## src/rtl/mul_neg5_pkg.sv

```systemverilog
package mul_neg5_pkg;

    // default operand width in bits
    localparam int unsigned IN_W_DEF    = 6;
    // guard bits needed so |5*A| never overflows the product
    localparam int unsigned GUARD_W     = 3;
    // left shift for the Booth digit at weight four
    localparam int unsigned BOOTH_SHIFT = 2;

    function automatic int unsigned prod_width(input int unsigned in_w);
        return in_w + GUARD_W;
    endfunction

endpackage

```

## src/rtl/neg5_booth_terms.sv

```systemverilog
module neg5_booth_terms #(
    parameter int unsigned IN_W  = 6,
    parameter int unsigned OUT_W = 9,
    parameter int unsigned SHIFT = 2
) (
    input  logic [IN_W-1:0]  a_i,
    output logic [OUT_W-1:0] term_w1_o,
    output logic [OUT_W-1:0] term_w4_o
);

    localparam int unsigned EXT_W = OUT_W - IN_W;

    // both Booth digits are -1; magnitudes are formed here and negated later
    assign term_w1_o = {{EXT_W{a_i[IN_W-1]}}, a_i};
    assign term_w4_o = term_w1_o << SHIFT;

endmodule

```

## src/rtl/neg5_rca.sv

```systemverilog
module neg5_rca #(
    parameter int unsigned W = 9
) (
    input  logic [W-1:0] x_i,
    input  logic [W-1:0] y_i,
    input  logic         cin_i,
    output logic [W-1:0] sum_o
);

    logic [W-1:0] carry;

    assign carry[0] = cin_i;

    for (genvar i = 0; i < W; i++) begin : g_bit
        assign sum_o[i] = x_i[i] ^ y_i[i] ^ carry[i];
        if (i < W - 1) begin : g_carry
            assign carry[i+1] = (x_i[i] & y_i[i]) | (carry[i] & (x_i[i] ^ y_i[i]));
        end
    end

endmodule

```

## src/rtl/mul_neg5.sv

```systemverilog
module mul_neg5
    import mul_neg5_pkg::*;
#(
    parameter int unsigned IN_W  = IN_W_DEF,
    localparam int unsigned OUT_W = prod_width(IN_W)
) (
    input  logic [IN_W-1:0]  a_i,
    output logic [OUT_W-1:0] prod_o
);

    typedef struct packed {
        logic [OUT_W-1:0] mag;
        logic [OUT_W-1:0] inv;
    } stage_t;

    logic [OUT_W-1:0] term_w1;
    logic [OUT_W-1:0] term_w4;
    logic [OUT_W-1:0] sum_mag;
    logic [OUT_W-1:0] neg_out;
    stage_t           stage_d;

    neg5_booth_terms #(
        .IN_W  (IN_W),
        .OUT_W (OUT_W),
        .SHIFT (BOOTH_SHIFT)
    ) terms_u (
        .a_i       (a_i),
        .term_w1_o (term_w1),
        .term_w4_o (term_w4)
    );

    // 4A + A
    neg5_rca #(.W(OUT_W)) sum_u (
        .x_i   (term_w4),
        .y_i   (term_w1),
        .cin_i (1'b0),
        .sum_o (sum_mag)
    );

    always_comb begin
        stage_d     = '0;
        stage_d.mag = sum_mag;
        stage_d.inv = ~sum_mag;
    end

    // negation: inverted sum plus carry-in of one
    neg5_rca #(.W(OUT_W)) neg_u (
        .x_i   (stage_d.inv),
        .y_i   ({OUT_W{1'b0}}),
        .cin_i (1'b1),
        .sum_o (neg_out)
    );

    assign prod_o = neg_out;

endmodule

```

## config.mk

```make
export PLATFORM = sky130hd
export DESIGN_NAME = mul_neg5
export DESIGN_NICKNAME = d
export VERILOG_FILES = /design/src/rtl/mul_neg5_pkg.sv /design/src/rtl/neg5_booth_terms.sv /design/src/rtl/neg5_rca.sv /design/src/rtl/mul_neg5.sv
export SDC_FILE = /design/constraint.sdc
export NUM_CORES = 1
export LEC_CHECK = 0
export BUFFER_PORTS_ARGS = -buffer_cell sky130_fd_sc_hd__buf_2
export CAP_MARGIN = 20
export CORE_AREA = 5 5 42 44
export DETAILED_ROUTE_END_ITERATION = 6
export DIE_AREA = 0 0 47 49
export SLEW_MARGIN = 20
export SYNTH_ARGS = -nofsm -noshare
export SYNTH_HDL_FRONTEND = slang
export SYNTH_SLANG_ARGS = --single-unit
```

## constraint.sdc

```tcl
create_clock -name vclk -period 3.42
set_input_delay 0.342 -clock vclk [all_inputs]
set_output_delay 0.342 -clock vclk [all_outputs]
set_load 0.01 [all_outputs]
```

==> flow_metrics.py <==
metrics = {
    "yosys": {
        "syn-instance-count": 24,
        "synth_cell_types": 5,
        "yosys_warnings": 0,
        "ys_seq_area_share_pct": 0,
        "synth_common_cells": "inv_1 (10), ha_1 (8), fa_1 (4)",
        "yosys.cell_count.top_type": "inv_1",
        "synth_area_um2": 234,
        "synth_nets": 42,
        "yosys.area.top_type_share_pct": 42.8,
        "synth.area.top_cells": "ha_1 (43%), fa_1 (34%), inv_1 (16%), xnor2_1 (3.7%), buf_4 (3.2%)",
        "avgSynthCellArea_um2": 9.75,
        "yosys.area.top_type": "ha_1",
    },
    "sta": {
        "finalCriticalPeriod_ns": 3.19,
        "setup_tns_ns": 0,
        "tightest_slew_ns": 0.101,
        "hold_viol_final": 0,
        "slew_headroom_pct": 93.2,
        "fmax_mhz": 314,
        "finalCritPeriodShare_pct": 93.1,
        "rsz0062_at_grt": "no",
        "setup_violations": 0,
        "maxSlewViolCount": 0,
    },
    "floorplanning": {
        "ios": 15,
        "core_area_um2": 1400,
        "die_w_um": 47,
        "die_y_um": 49,
        "num_rows": 14,
        "start_util_pct": 16.7,
        "die_area_um2": 2300,
    },
    "critical_path": {
        "path_class": "input port to output pin",
        "slowest_delay_ns": 0.48,
        "cp_data_required_time_ns": 3.08,
        "critPathMostFrequentCell": "fa_1",
        "critPathArrivalTime_ns": 2.84,
        "cp-end-kind": "output pin",
        "path_cells": "buf_2, ha_1, inv_1, fa_1, inv_1, fa_1, fa_1, fa_1, inv_1, ha_1, ha_1, xnor2_1, buf_2",
        "critPathSlowestCell": "fa_1",
        "critPathLaunchType": "input port",
        "critPathMaxFanout": 3,
    },
    "finish": {
        "regArea_um2": 0,
        "multi_input_area_um2": 189,
        "nets": 58,
        "final_area_um2": 322,
        "syn_to_final_growth_pct": 37.4,
        "diodes": 0,
        "drive_above_1_share_pct": 39.5,
        "nClkBuffers": 0,
        "nFlopsAndLatches": 0,
        "fill_cells": 168,
    },
    "power": {
        "switchingPower_uw": 28.8,
        "irDropWorstVdd_v": 0.0000324,
        "power_switching_share_pct": 55.1,
        "p_comb_share_pct": 100.0,
        "power.internal_uw": 23.5,
        "p_leak_uw": 0.000210,
        "power_frac_seq_pct": 0,
        "powerDensity_nw_per_um2": 163,
        "pwr-share-clk_pct": 0,
    },
    "route": {
        "avgRoutedWirePerCell_um": 7.13,
        "dr.first_iter.drc_count": 0,
        "routed_wl_um": 385,
        "ant_nets": 0,
        "drcViolationCount": 0,
        "routed-via-count": 182,
        "drtPass1Iterations": 1,
        "vias_per_cell": 3.37,
    },
    "global_routing": {
        "grt_usage_pct": 3.95,
        "grt_pass1_vias": 203,
        "grt_pass1_wl_um": 752,
        "grt_max_degree": 4,
        "antenna_found_initial": 0,
        "overflow": 0,
    },
    "worst_hold_path": {
        "hold_path.class": "input port to output pin",
    },
    "flow_run": {
        "max-cap-violations": 0,
    },
    "clock_tree": {
        "cts_hold_buffers": 0,
        "cts_resized": 0,
        "post-cts-setup-buffer-count": 0,
    },
    "placed_design": {
        "io_buffer_count": 15,
        "placed_area_um2": 322,
        "hpwlAfterDp_um": 390,
        "place_congestion": 0.621,
    },
    "run_status": {
        "status": "finished, final reports clean",
    },
}
## layer usage
metal  vias up  routed length [um]  track usage [%]
li1         98                   -                -
met3         0                  16                0
met1        82                 117             4.21
met2         2                 251             8.37
met4         0                   0                0
met5         -                   0                0
## stage by stage
| stage | power [uW] | cells | setup WS (ns) | hold slack [ns] | utilization [%] |
|---|---|---|---|---|---|
| floorplan | 35.4 | 24 | 0.447 | 0.760 | - |
| global placement | 53.8 | 54 | 0.230 | 0.907 | 22.9 |
| detailed placement | 53.6 | 54 | 0.220 | 0.910 | 22.9 |
| CTS | 54.3 | 54 | 0.216 | 0.909 | 22.9 |
| global route | 62.7 | 54 | 0.0545 | 0.925 | 22.9 |
| finish | 52.3 | 54 | 0.235 | 0.907 | 22.9 |
## layout make-up
cell class | count | share of cell area (%)
Inverter | 10 | 11.7
Multi-Input combinational cell | 13 | 58.8
Tap cell | 16 | 6.23
Timing Repair Buffer | 15 | 23.3
## cell usage in the layout (no fill, tap or decap), drive strengths merged
master	n
buf	15
fa	4
ha	8
inv	10
xnor2	1
## power groups by stage
stage	Sequential [uW]	Clock, uW	Combinational [uW]
3_5_place_dp	0	0	53.6
5_1_grt	0	0	62.7
2_1_floorplan	0	0	35.4
6_report	0	0	52.3
3_3_place_gp	0	0	53.8
4_1_cts	0	0	54.3
## critical path, delay by kind of cell
| kind | cells | cell delay (ns) |
|---|---|---|
| xor+xnor | 1 | 0.14 |
| fa+ha+maj | 7 | 1.96 |
| buf+inv | 5 | 0.40 |
## cells by family (layout without fill, tap and decap cells)
logic type               after synthesis  count (layout)  share of synthesized area [%]
XOR/XNOR                               1               1                           3.74
adder cells (fa/ha/maj)               12              12                           77.0
buffers and inverters                 11              25                           19.3
## worst paths after layout
path / to / from / cells past startpoint
max: prod_o[8] / a_i[0] / 13
min: prod_o[0] / a_i[0] / 2
Note: power is estimated with default switching activity, not from simulation.
